[config.mk]
export PLATFORM = sky130hd
export DESIGN_NAME = gpr_alias_file
export DESIGN_NICKNAME = d
export VERILOG_FILES = /design/src/rtl/gpr_pkg.sv /design/src/rtl/gpr_field_locate.sv /design/src/rtl/gpr_write_merge.sv /design/src/rtl/gpr_read_extract.sv /design/src/rtl/gpr_alias_file.sv
export SDC_FILE = /design/constraint.sdc
export NUM_CORES = 1
export LEC_CHECK = 0
export BUFFER_PORTS_ARGS = -buffer_cell sky130_fd_sc_hd__buf_2
export CORE_MARGIN = 5
export CORE_UTILIZATION = 60
export DETAILED_ROUTE_END_ITERATION = 8
export PLACE_DENSITY_LB_ADDON = 0.15
export SKIP_CTS_REPAIR_TIMING = 1
export SLEW_MARGIN = 5
export SYNTH_ARGS = -nofsm -noshare
export SYNTH_HDL_FRONTEND = slang
export SYNTH_SLANG_ARGS = --single-unit
[constraint.sdc]
create_clock -name clk -period 3.65 [get_ports clk]
set_input_delay 0.9125 -clock clk [delete_from_list [all_inputs] [get_ports clk]]
set_output_delay 0.9125 -clock clk [all_outputs]
set_load 0.05 [all_outputs]
[src/rtl/gpr_pkg.sv]
package gpr_pkg;

  // Access size codes carried by every port.
  typedef enum logic [1:0] {
    GPR_SZ_BYTE = 2'd0,
    GPR_SZ_WORD = 2'd1,
    GPR_SZ_LONG = 2'd2,
    GPR_SZ_WIDE = 2'd3   // alias of long
  } gpr_size_e;

  localparam int unsigned GPR_LANE_BITS = 8;
  localparam int unsigned GPR_WORD_LANES = 2;

endpackage

[src/rtl/gpr_field_locate.sv]
// Maps an (index, size) pair to a physical register, the byte lanes it
// covers and the lane at which the field begins.
module gpr_field_locate
  import gpr_pkg::*;
#(
  parameter int unsigned NUM_REGS  = 8,
  parameter int unsigned BYTE_REGS = 4,
  parameter int unsigned LANES     = 4,
  localparam int unsigned IDX_W    = $clog2(NUM_REGS),
  localparam int unsigned LANE_W   = $clog2(LANES)
) (
  input  logic [IDX_W-1:0]  idx,
  input  logic [1:0]        size,
  output logic [IDX_W-1:0]  reg_sel,
  output logic [LANES-1:0]  lane_en,
  output logic [LANE_W-1:0] lane_off
);

  localparam logic [IDX_W-1:0] BYTE_SPLIT = IDX_W'(BYTE_REGS);
  localparam logic [LANES-1:0] WORD_LANES = LANES'((1 << GPR_WORD_LANES) - 1);

  always_comb begin
    reg_sel  = idx;
    lane_off = '0;
    lane_en  = '1;
    unique case (size)
      GPR_SZ_BYTE: begin
        if (idx >= BYTE_SPLIT) begin
          reg_sel  = idx - BYTE_SPLIT;
          lane_off = LANE_W'(1);
        end
        lane_en = LANES'(1) << lane_off;
      end
      GPR_SZ_WORD: lane_en = WORD_LANES;
      default:     lane_en = '1;
    endcase
  end

endmodule

[src/rtl/gpr_write_merge.sv]
// Places bit-0-aligned write data at its lane and keeps untouched lanes.
module gpr_write_merge
  import gpr_pkg::*;
#(
  parameter int unsigned DATA_W = 32,
  localparam int unsigned LANES  = DATA_W / GPR_LANE_BITS,
  localparam int unsigned LANE_W = $clog2(LANES)
) (
  input  logic [DATA_W-1:0] old_val,
  input  logic [DATA_W-1:0] wdata,
  input  logic [LANES-1:0]  lane_en,
  input  logic [LANE_W-1:0] lane_off,
  output logic [DATA_W-1:0] new_val
);

  logic [DATA_W-1:0] placed;

  always_comb placed = wdata << {lane_off, 3'b000};

  for (genvar l = 0; l < LANES; l++) begin : g_lane
    always_comb begin
      new_val[l*GPR_LANE_BITS +: GPR_LANE_BITS] = lane_en[l]
        ? placed[l*GPR_LANE_BITS +: GPR_LANE_BITS]
        : old_val[l*GPR_LANE_BITS +: GPR_LANE_BITS];
    end
  end

endmodule

[src/rtl/gpr_read_extract.sv]
// Selects the addressed lanes and right-aligns them with zero fill.
module gpr_read_extract
  import gpr_pkg::*;
#(
  parameter int unsigned DATA_W = 32,
  localparam int unsigned LANES  = DATA_W / GPR_LANE_BITS,
  localparam int unsigned LANE_W = $clog2(LANES)
) (
  input  logic [DATA_W-1:0] src_val,
  input  logic [LANES-1:0]  lane_en,
  input  logic [LANE_W-1:0] lane_off,
  output logic [DATA_W-1:0] field
);

  logic [DATA_W-1:0] keep_mask;

  for (genvar l = 0; l < LANES; l++) begin : g_mask
    always_comb keep_mask[l*GPR_LANE_BITS +: GPR_LANE_BITS] = {GPR_LANE_BITS{lane_en[l]}};
  end

  always_comb field = (src_val & keep_mask) >> {lane_off, 3'b000};

endmodule

[src/rtl/gpr_alias_file.sv]
module gpr_alias_file
  import gpr_pkg::*;
#(
  parameter int unsigned NUM_REGS  = 8,
  parameter int unsigned DATA_W    = 32,
  parameter int unsigned BYTE_REGS = 4,
  parameter int unsigned SP_IDX    = 6,
  parameter int unsigned FP_IDX    = 7,
  localparam int unsigned IDX_W    = $clog2(NUM_REGS),
  localparam int unsigned LANES    = DATA_W / GPR_LANE_BITS,
  localparam int unsigned LANE_W   = $clog2(LANES),
  localparam int unsigned RD_PORTS = 2
) (
  input  logic              clk,
  input  logic              rst_n,
  input  logic              wr_en,
  input  logic [IDX_W-1:0]  wr_idx,
  input  logic [1:0]        wr_size,
  input  logic [DATA_W-1:0] wr_data,
  input  logic [IDX_W-1:0]  rd0_idx,
  input  logic [1:0]        rd0_size,
  output logic [DATA_W-1:0] rd0_data,
  input  logic [IDX_W-1:0]  rd1_idx,
  input  logic [1:0]        rd1_size,
  output logic [DATA_W-1:0] rd1_data,
  output logic [DATA_W-1:0] sp_value,
  output logic [DATA_W-1:0] fp_value
);

  // ---------------- storage ----------------
  logic [DATA_W-1:0] gpr_q [NUM_REGS];
  logic [NUM_REGS-1:0] gpr_we;

  // ---------------- write path ----------------
  logic [IDX_W-1:0]  wr_reg;
  logic [LANES-1:0]  wr_lanes;
  logic [LANE_W-1:0] wr_off;
  logic [DATA_W-1:0] wr_old;
  logic [DATA_W-1:0] wr_merged;

  gpr_field_locate #(
    .NUM_REGS (NUM_REGS),
    .BYTE_REGS(BYTE_REGS),
    .LANES    (LANES)
  ) u_wr_loc (
    .idx     (wr_idx),
    .size    (wr_size),
    .reg_sel (wr_reg),
    .lane_en (wr_lanes),
    .lane_off(wr_off)
  );

  always_comb wr_old = gpr_q[wr_reg];

  gpr_write_merge #(.DATA_W(DATA_W)) u_wr_merge (
    .old_val (wr_old),
    .wdata   (wr_data),
    .lane_en (wr_lanes),
    .lane_off(wr_off),
    .new_val (wr_merged)
  );

  // One-hot clock enable per register.
  always_comb begin
    gpr_we = '0;
    if (wr_en) gpr_we[wr_reg] = 1'b1;
  end

  for (genvar r = 0; r < NUM_REGS; r++) begin : g_reg
    always_ff @(posedge clk or negedge rst_n) begin
      if (!rst_n)         gpr_q[r] <= '0;
      else if (gpr_we[r]) gpr_q[r] <= wr_merged;
    end
  end

  // ---------------- read ports ----------------
  logic [IDX_W-1:0]  rd_idx_a  [RD_PORTS];
  logic [1:0]        rd_size_a [RD_PORTS];
  logic [DATA_W-1:0] rd_data_a [RD_PORTS];

  always_comb begin
    rd_idx_a[0]  = rd0_idx;
    rd_size_a[0] = rd0_size;
    rd_idx_a[1]  = rd1_idx;
    rd_size_a[1] = rd1_size;
  end

  for (genvar p = 0; p < RD_PORTS; p++) begin : g_rd
    logic [IDX_W-1:0]  rsel;
    logic [LANES-1:0]  rlanes;
    logic [LANE_W-1:0] roff;
    logic              hit;
    logic [DATA_W-1:0] src;

    gpr_field_locate #(
      .NUM_REGS (NUM_REGS),
      .BYTE_REGS(BYTE_REGS),
      .LANES    (LANES)
    ) u_rd_loc (
      .idx     (rd_idx_a[p]),
      .size    (rd_size_a[p]),
      .reg_sel (rsel),
      .lane_en (rlanes),
      .lane_off(roff)
    );

    // Write-first bypass on the physical register, so differing views
    // of one register still see the merged value.
    always_comb begin
      hit = wr_en && (wr_reg == rsel);
      src = hit ? wr_merged : gpr_q[rsel];
    end

    gpr_read_extract #(.DATA_W(DATA_W)) u_rd_ext (
      .src_val (src),
      .lane_en (rlanes),
      .lane_off(roff),
      .field   (rd_data_a[p])
    );
  end

  always_comb begin
    rd0_data = rd_data_a[0];
    rd1_data = rd_data_a[1];
    sp_value = gpr_q[SP_IDX];
    fp_value = gpr_q[FP_IDX];
  end

endmodule

== After elaboration in Yosys (flattened, before gate mapping) ==
Index checks and enable logic that the tools add are counted.

* Bits in registers: 256
* Input port bits: 50
* Output and inout bits: 128
* Logic and storage cells: 77

* Add/subtract/negate cells: 3
* Order comparisons: 8
* Equality and inequality tests: 5
* Shift operators: 6
* Muxes and demuxes: 36
* Bitwise logic cells: 5
* Reduce and logical (&&, ||, !) cells: 6

{| class="wikitable"
|+ Operators by type and width
! operator !! number
|-
| binary-select mux 32 bit (select 3 bit) || 3
|-
| 2-to-1 mux 32 bit || 8
|-
| bitwise AND 32 bit || 2
|-
| >> shifter 32 x 5 -> 32 bit || 2
|-
| 2-to-1 mux 8 bit || 5
|-
| left shift 32 x 5 -> 32 bit || 1
|-
| one-hot mux 4 bit (2 select lines) || 3
|-
| 2-to-1 mux 3 bit || 6
|-
| greater-or-equal comparator 4 bit (second input constant) || 3
|-
| 2-to-1 mux 2 bit || 6
|-
| inverter 3 -> 4 bit || 3
|-
| left shift 1 x 2 -> 4 bit (first input constant) || 3
|-
| greater-or-equal comparator 3 bit (second input constant) || 3
|-
| subtractor 3 bit (second input constant) || 3
|-
| equality test 2 x 1 -> 1 bit (second input constant) || 3
|-
| equality test 3 bit || 2
|-
| logical NOT 2 bit || 3
|-
| < comparator 3 x 4 -> 1 bit (second input constant) || 1
|-
| 2-to-1 mux 1 bit || 4
|-
| demux 1 bit (select 3 bit) || 1
|-
| greater-or-equal comparator 3 x 1 -> 1 bit (second input constant) || 1
|-
| logical AND 1 bit || 3
|}

== Depth between registers and ports, before layout ==
Gate-level depths: netlist (run 1).

* Depth in word-level cells: 11
* Gate-level depth with buffers: 9
* Depth with buffers taken out: 5

== By module ==
A second synthesis (run 1) with hierarchy kept.

* Cells, all modules: 1,566
* Area total of the unflattened synthesis: 19,511.2 sq um

{| class="wikitable"
|+ Modules (own cells, without submodules)
! module !! times used !! cells each !! area an instance (sq um) !! sequential area each (sq um)
|-
| gpr_alias_file || 1 || 1,206 || 17,212.8 || 6,406.1
|-
| gpr_read_extract || 2 || 105 || 644.4 || 0.0
|-
| gpr_write_merge || 1 || 120 || 807.0 || 0.0
|-
| gpr_field_locate || 3 || 10 || 67.6 || 0.0
|}

== Worst setup path before layout (run 1) ==
OpenSTA, ideal clock, no wires.

* Path kind: input -> output
* From: input wr_size[1]
* To: output rd1_data[9]
* Data arrival time: 3,332 ps
* Data required time: 2,738 ps
* Slack: -594 ps
* Stages on the path: 8
* Path buffers: 3
* Cells stage by stage: buf_2 > o21a_1 > buf_2 > xnor2_1 > nand2_2 > buf_2 > and3_1 > a211oi_1

* Longest elaborated chain between the ends: 10
* Elaborated cells between the ends (all ways): 19
* Those cells by class: 2 x eq/ne; 2 x shift; 11 x mux; 2 x bitwise; 2 x reduce/logical

{| class="wikitable"
|+ Ends and longest elaborated chain
! what !! line !! RTL
|-
| start: declaration || gpr_alias_file.sv:18 || <nowiki>input logic [1:0] wr_size,</nowiki>
|-
| logical NOT 2 bit || gpr_field_locate.sv:26 || <nowiki>unique case (size)</nowiki>
|-
| 2-to-1 mux 3 bit || gpr_field_locate.sv:26 ||
|-
| inverter 3 -> 4 bit (implied by the code) || gpr_alias_file.sv:53 || <nowiki>always_comb wr_old = gpr_q[wr_reg];</nowiki>
|-
| binary-select mux 32 bit (select 3 bit) || gpr_alias_file.sv:53 ||
|-
| 2-to-1 mux 32 bit (implied by the code) (2 in series) || gpr_alias_file.sv:53 ||
|-
| 2-to-1 mux 8 bit || gpr_write_merge.sv:23 || <nowiki>? placed[l*GPR_LANE_BITS +: GPR_LANE_BITS]</nowiki>
|-
| 2-to-1 mux 32 bit (*) || gpr_alias_file.sv:111 || <nowiki>src = hit ? wr_merged : gpr_q[rsel];</nowiki>
|-
| bitwise AND 32 bit (*) || gpr_read_extract.sv:21 || <nowiki>always_comb field = (src_val & keep_mask) >> {lane_off, 3'b000};</nowiki>
|-
| >> shifter 32 x 5 -> 32 bit (*) || gpr_read_extract.sv:21 ||
|-
| end: declaration || gpr_alias_file.sv:25 || <nowiki>output logic [DATA_W-1:0] rd1_data,</nowiki>
|}

Mark *: on every way between the ends. The rest lies on a longest branch, timed or not. The select of a mux whose other input is x is not followed.

== Final worst setup path (run 1) ==
* From: input wr_idx[1]
* To: output rd1_data[7]

* Longest elaborated chain between the ends: 11
* Elaborated cells between the ends (all ways): 23
* Those cells by class: 1 x add/sub; 1 x order compare; 1 x eq/ne; 3 x shift; 14 x mux; 2 x bitwise; 1 x reduce/logical

{| class="wikitable"
|+ Ends and longest elaborated chain
! what !! line !! RTL
|-
| start: declaration || gpr_alias_file.sv:17 || <nowiki>input logic [IDX_W-1:0] wr_idx,</nowiki>
|-
| subtractor 3 bit or greater-or-equal comparator 3 bit (tied branches) || gpr_field_locate.sv:29, gpr_field_locate.sv:28 ||
|-
| 2-to-1 mux 3 bit || gpr_field_locate.sv:28 || <nowiki>if (idx >= BYTE_SPLIT) begin</nowiki>
|-
| 2-to-1 mux 3 bit || gpr_field_locate.sv:26 ||
|-
| inverter 3 -> 4 bit (implied by the code) || gpr_alias_file.sv:53 ||
|-
| binary-select mux 32 bit (select 3 bit) || gpr_alias_file.sv:53 ||
|-
| 2-to-1 mux 32 bit (implied by the code) (2 in series) || gpr_alias_file.sv:53 ||
|-
| 2-to-1 mux 8 bit || gpr_write_merge.sv:23 ||
|-
| 2-to-1 mux 32 bit (*) || gpr_alias_file.sv:111 ||
|-
| bitwise AND 32 bit (*) || gpr_read_extract.sv:21 ||
|-
| >> shifter 32 x 5 -> 32 bit (*) || gpr_read_extract.sv:21 ||
|}

Marked as above.

==> flow_summary_export.csv, run 1 <==
group,metric,value,unit
critical_path,slowest_stage,"or4_4",
clock_tree,cts_tree,"yes",
yosys,yosysUniqueCellTypes,46,
yosys,synthTopCellsByCount,"nand2_1 (496), dfrtp_1 (256), o21ai_0 (154), mux2i_1 (135), mux4_2 (131)",
yosys,yosys.area.top_type_share,0.3776,
clock_tree,cts.sinks,256,
critical_path,critPathCaptureType,"output port",
yosys,synth.most_common_cell,"nand2_1",
timing,relSlewSlack,0.1548,
clock_tree,clk_pin_slew_worst_paths,0.06,ns
placed_design,placedInstanceArea,0.01911,mm^2
critical_path,crit_chain,"buf_4 -> buf_4 -> mux4_2 -> mux2_4 -> mux2i_4 -> nor3_2 -> or4_4 -> buf_8",
finish,design_area,0.02052,mm^2
drt,drc,0,
status,violations,"negative setup slack",
drt,drtPass1Iterations,5,
placed_design,gp_congestion,0.9853,
yosys,synth_edf_count,0,
grt,grt_util_all_layers,0.3534,
timing,max_freq,270.7,MHz
power,internal_power,7.028,mW
floorplan,design.portCount,178,
floorplan,core,0.02786,mm^2
drt,num_vias,15000,
power,comb_power_share,0.391,
floorplan,die-area,0.03174,mm^2
critical_path,cpMostUsedCell,"buf_4",
placed_design,portBuffers,177,
timing,setup_ws,-0.04368,ns
placed_design,dp_hpwl,38.23,mm
yosys,syn-instance-count,1726,
timing,fin_crit,3.694,ns
timing,rsz0062_at_grt,"yes",
grt,gr-total-overflow,0,
power,seqPwrFrac,0.361,
critical_path,crit_fanout,5,
yosys,synth.top_cells.by_area,"dfrtp_1 (38%), mux4_2 (17%), nand2_1 (11%)",
yosys,synth_ff_type,"dfrtp_1",
floorplan,dieHeight,178.1,um
finish,drive_above_1_share,0.3524,
drt,wl_per_cell,24.33,um
worst_hold_path,hold_path_class,"in2async",
yosys,syn_nets,1776,
floorplan,initial_core_util,0.6089,
yosys,yosysSeqAreaShare,0.3776,
drt,wl,56.45,mm
drt,drtAntennaViolNets,0,
yosys,syn_area_per_cell,9.828,um^2
yosys,async_flop_share,1.000,
drt,first_iter_violations,1521,
grt,grt_start_max_net_pins,81,
yosys,synth_top_area_cell,"dfrtp_1",
power,netSwitchingFraction,0.3955,
power,pwr_density_cell,566.7,mW/mm^2
clock_tree,cts.path.max_buffers,3,
grt,antenna_found_initial,1,
yosys,yosysWarningCount,0,
critical_path,cp_data_required_time,2.74,ns
critical_path,critPathMaxStageDelay,0.54,ns
finish,fin_util,0.7364,
timing,worst_pin_slew,1.268,ns
power,peakVddDrop,0.4918,mV
finish,syn_to_final_growth,20.94,%
clock_tree,cts-root-buf,"clkbuf_16",
status,status,"finished with violations",
yosys,ys_ff_latch,256,
clock_tree,numCtsBuffers,29,
timing,hold_violations,0,
timing,finalClockSkew,0.01649,ns
timing,finalCritPeriodShare,1.012,
power,p_sw,4.599,mW
grt,grt_first_pass_wirelength,86.56,mm
critical_path,arrival,2.78,ns
finish,nets,1970,
timing,slew_violations,0,
floorplan,die_w,178.1,um
grt,grt_pass1_vias,15120,
power,leakagePower,9.890,nW
drt,vias_per_cell,6.463,
timing,finalSetupViolCount,5,
critical_path,worst-setup-path-type,"in2out",
floorplan,row_count,61,
clock_tree,insertion_delay,0.56,ns
power,pwr-share-clk,0.248,
critical_path,cp-start-kind,"primary input",
run,maxCapViolations,0,
yosys,syn_area,0.01696,mm^2
clock_tree,h-tree-depth,1,
worst max-delay path, delay by kind of cell:
family                 cells  cell delay [ns]
buffers and inverters      3             0.48
muxes                      3             0.78
and+or+nand+nor            2             0.60
sequential cells by signal (all words and copies together), names as in the netlist:
signal	cells
gpr_q	192
fp_value	32
sp_value	32
stage by stage:
stage          setup WS, ns  setup TNS [ns]  power, mW  hold WS (ns)  cells
5_1_grt            -0.07295         -0.2971      12.15        0.3960   2320
3_5_place_dp        -0.2464          -4.080      8.564        0.4932   2257
6_report           -0.04368         -0.1364      11.63        0.3244   2320
2_1_floorplan       -0.1498         -0.2735      7.446        0.4621   1726
3_3_place_gp        -0.2271          -3.610      8.410        0.4748   2257
4_1_cts             -0.2658          -4.699      11.45        0.3709   2309
layout make-up:
cell class | count | area [um^2]
sequential | 256 | 6406
fill | 2033 | 7342
clock inverter | 12 | 92.59
tap | 378 | 473.0
inverter | 4 | 15.01
antenna | 1 | 2.502
timing repair buffer | 368 | 2942
clock buffer | 40 | 837.1
multi-input combinational | 1261 | 9748
layer usage:
layer | wire [um] | part of all wire | vias up | global-route usage
met1 | 21310 | 0.38 | 7470 | 0.4668
met2 | 27060 | 0.48 | 843 | 0.5784
met3 | 5642 | 0.10 | 180 | 0.07588
met4 | 2433 | 0.043 | 0 | 0.1334
li1 | - | - | 6502 | -
met5 | 0 | 0 | - | 0
cell usage in the layout, fill, tap and decap left out, types with 10 or more instances in the layout:
cell type / instances
nand3_1: 27
nand2_1: 494
nand2b_1: 13
o211a_1: 21
o21ai_0: 138
a21oi_1: 30
buf_12: 31
buf_4: 161
o21ai_2: 11
mux4_2: 131
mux2i_1: 127
nor2_2: 13
o22ai_1: 17
buf_2: 144
nor2_1: 48
o21ai_1: 23
clkbuf_4: 10
dfrtp_1: 256
clkbuf_16: 32
mux2_2: 53
o221ai_1: 17
buf_6: 15
power groups by stage:
stage / sequential [mW] / combinational, mW / clock, mW
after floorplan: 3.99 / 3.46 / 0
after global placement: 4.14 / 4.27 / 0
after detailed placement: 4.21 / 4.36 / 0
after CTS: 4.17 / 4.38 / 2.90
after global routing: 4.30 / 4.84 / 3.01
final: 4.20 / 4.54 / 2.88
path summary, 6_finish.rpt:
| check | from | end | slack [ns] | depth (start not counted) |
|---|---|---|---|---|
| min | rst_n | sp_value[11] | 0.32 | 1 |
| min in group clk | gpr_q[108] | gpr_q[108] | 0.50 | 2 |
| min reg2reg | gpr_q[108] | gpr_q[108] | 0.50 | 2 |
| max in group asynchronous | rst_n | fp_value[29] | 2.41 | 2 |
| max | wr_idx[1] | rd1_data[7] | -0.04 | 8 |
| max reg2reg | gpr_q[143] | fp_value[15] | 1.67 | 6 |
cell families (layout without fill, tap and decap cells):
logic type | Yosys count | count (layout) | synth area share
other | 0 | 1 | 0
buffers and inverters | 209 | 424 | 0.06778
DFF | 256 | 256 | 0.3776
AOI/OAI and AO/OA | 305 | 305 | 0.1119
xor gates and xnor gates | 6 | 6 | 0.003098
and+or+nand+nor | 626 | 626 | 0.1464
muxes | 324 | 324 | 0.2932
(Power assumes the default switching activity.)
==> run 2, diff against run 1 <==
- CORE_UTILIZATION: 60 -> 55
==> run 2 against run 1 <==
  * The run still ends with negative setup slack left
  * Non-clock buffer count increased by 20
  * Register-to-register slack improved by 0.07 ns
  * Sequential share of layout area decreased by 0.37 points
  * Sequential power about the same
  * Critical endpoint unchanged
==> flow_summary_export.csv, run 2 (synthesized netlist as in run 1, its figures left out) <==
group,metric,value,unit
drt,wl,57.39,mm
critical_path,rr_endpoint,"gpr_q[111]",
timing,hold_violations,0,
power,netSwitchingFraction,0.3852,
power,p_sw,4.633,mW
grt,grt_pass1_vias,14670,
timing,finalSetupTns,-0.02601,ns
timing,slew_violations,0,
finish,drive_above_1_share,0.3603,
drt,drc,0,
finish,fillers,2370,
timing,fin_crit,3.663,ns
drt,routed.top_layer,"met4",
grt,antenna_found_initial,0,
power,pwr_density_cell,579.4,mW/mm^2
placed_design,dp_cells,2296,
finish,nets,1991,
finish,largest_register_ffs,192,
power,pwr-share-clk,0.275,
power,power.total,12.03,mW
drt,wl_met3,5.588,mm
floorplan,initial_core_util,0.5560,
timing,max_freq,273.0,MHz
floorplan,row_count,64,
drt,drtPass1Iterations,5,
placed_design,portBuffers,177,
critical_path,cp-start-kind,"primary input",
finish,instances_no_fill,2361,
floorplan,die_w,185.6,um
floorplan,die-area,0.03445,mm^2
drt,first_iter_violations,1153,
run,maxCapViolations,0,
grt,gr-total-overflow,0,
clock_tree,clk_pin_slew_worst_paths,0.06,ns
clock_tree,cts.path.max_buffers,3,
power,internal_power,7.395,mW
clock_tree,h-tree-depth,1,
clock_tree,cts.sinks,256,
floorplan,core,0.03051,mm^2
timing,finalClockSkew,0.01236,ns
finish,top_register,"gpr_q",
finish,mostFrequentLayoutCell,"nand2_1",
clock_tree,cts_tree,"yes",
drt,vias_per_cell,6.301,
drt,wl_met2,26.31,mm
critical_path,r2r_slack,1.74,ns
clock_tree,insertion_delay,0.57,ns
power,peakVddDrop,0.4665,mV
critical_path,critPathCaptureType,"output port",
critical_path,cp_data_required_time,2.74,ns
clock_tree,numCtsBuffers,30,
timing,rsz0062_at_grt,"yes",
power,seqPwrFrac,0.349,
drt,drt-met1-wl,23.16,mm
grt,grt_start_max_net_pins,89,
status,status,"finished with violations",
critical_path,r2r_cells,6,
critical_path,crit_fanout,6,
finish,antenna_cells,0,
critical_path,worst-setup-path-type,"in2out",
timing,setup_ws,-0.01319,ns
clock_tree,cts-root-buf,"clkbuf_16",
timing,finalCritPeriodShare,1.004,
worst_hold_path,hold_path_class,"in2async",
floorplan,design.portCount,178,
timing,relSlewSlack,0.5126,
timing,finalSetupViolCount,3,
drt,wl_per_cell,24.31,um
grt,grt_util_all_layers,0.3267,
status,violations,"negative setup slack",
power,leakagePower,10.02,nW
drt,num_vias,14880,
critical_path,arrival,2.75,ns
critical_path,reg2reg_from,"gpr_q[239]",
placed_design,gp_congestion,0.9902,
floorplan,dieHeight,185.6,um
power,comb_power_share,0.377,
finish,syn_to_final_growth,22.38,%
finish,mostFrequentLayoutCells,"nand2_1 (494), dfrtp_1 (256), buf_4 (175)",
drt,drtAntennaViolNets,0,
timing,worst_pin_slew,0.7311,ns
placed_design,dp_hpwl,39.85,mm
grt,grt_first_pass_wirelength,86.53,mm
run 2: worst max-delay path by stage:
stage                 from           to  slack (ns)  cells past startpoint
6_report         wr_idx[0]  rd1_data[7]       -0.01                      7
5_1_grt          wr_idx[0]  rd1_data[7]       -0.06                      7
4_1_cts          wr_idx[0]  rd1_data[4]       -0.17                      7
3_5_place_dp     wr_idx[0]  rd1_data[4]       -0.16                      7
3_3_place_gp   rd0_size[0]  rd0_data[1]       -0.14                      9
2_1_floorplan   wr_size[1]  rd1_data[8]       -0.15                      8
run 2: per-stage QoR:
stage / setup slack (ns) / hold WS (ns) / util / instance area (um^2)
5_1_grt: -0.05755 / 0.4274 / 0.6804 / 20760
4_1_cts: -0.1674 / 0.3936 / 0.6673 / 20360
3_3_place_gp: -0.1390 / 0.4750 / 0.6316 / 19270
3_5_place_dp: -0.1611 / 0.4982 / 0.6316 / 19270
6_report: -0.01319 / 0.3704 / 0.6804 / 20760
2_1_floorplan: -0.1498 / 0.4621 / - / 17090
run 2: layout make-up:
type	count	area [um^2]	share of cell area
Clock buffer	40	869.6	0.04189
Clock inverter	16	220.2	0.01061
Inverter	4	15.01	0.0007232
Multi-Input combinational cell	1261	9702	0.4673
Sequential cell	256	6406	0.3086
Tap cell	396	495.5	0.02387
Timing Repair Buffer	388	3052	0.1470
run 2: per-layer routing:
metal	up-vias	track usage
met5	-	0
met4	0	0.1172
met3	152	0.06430
met2	842	0.5112
met1	7342	0.4596
li1	6540	-
run 2: worst max-delay path, cell delays in order:
cell     delay (ns)
buf_12         0.11
mux4_2         0.48
mux2_4         0.29
mux2i_4        0.16
nor3_2         0.06
or4_4          0.55
buf_8          0.17
run 2: power by group through the flow:
stage          registers [mW]  logic, mW  clock network [mW]
4_1_cts                  4.17       4.41                3.33
3_3_place_gp             4.15       4.32                   0
2_1_floorplan            3.99       3.46                   0
6_report                 4.19       4.53                3.30
3_5_place_dp             4.21       4.39                   0
5_1_grt                  4.29       4.83                3.47
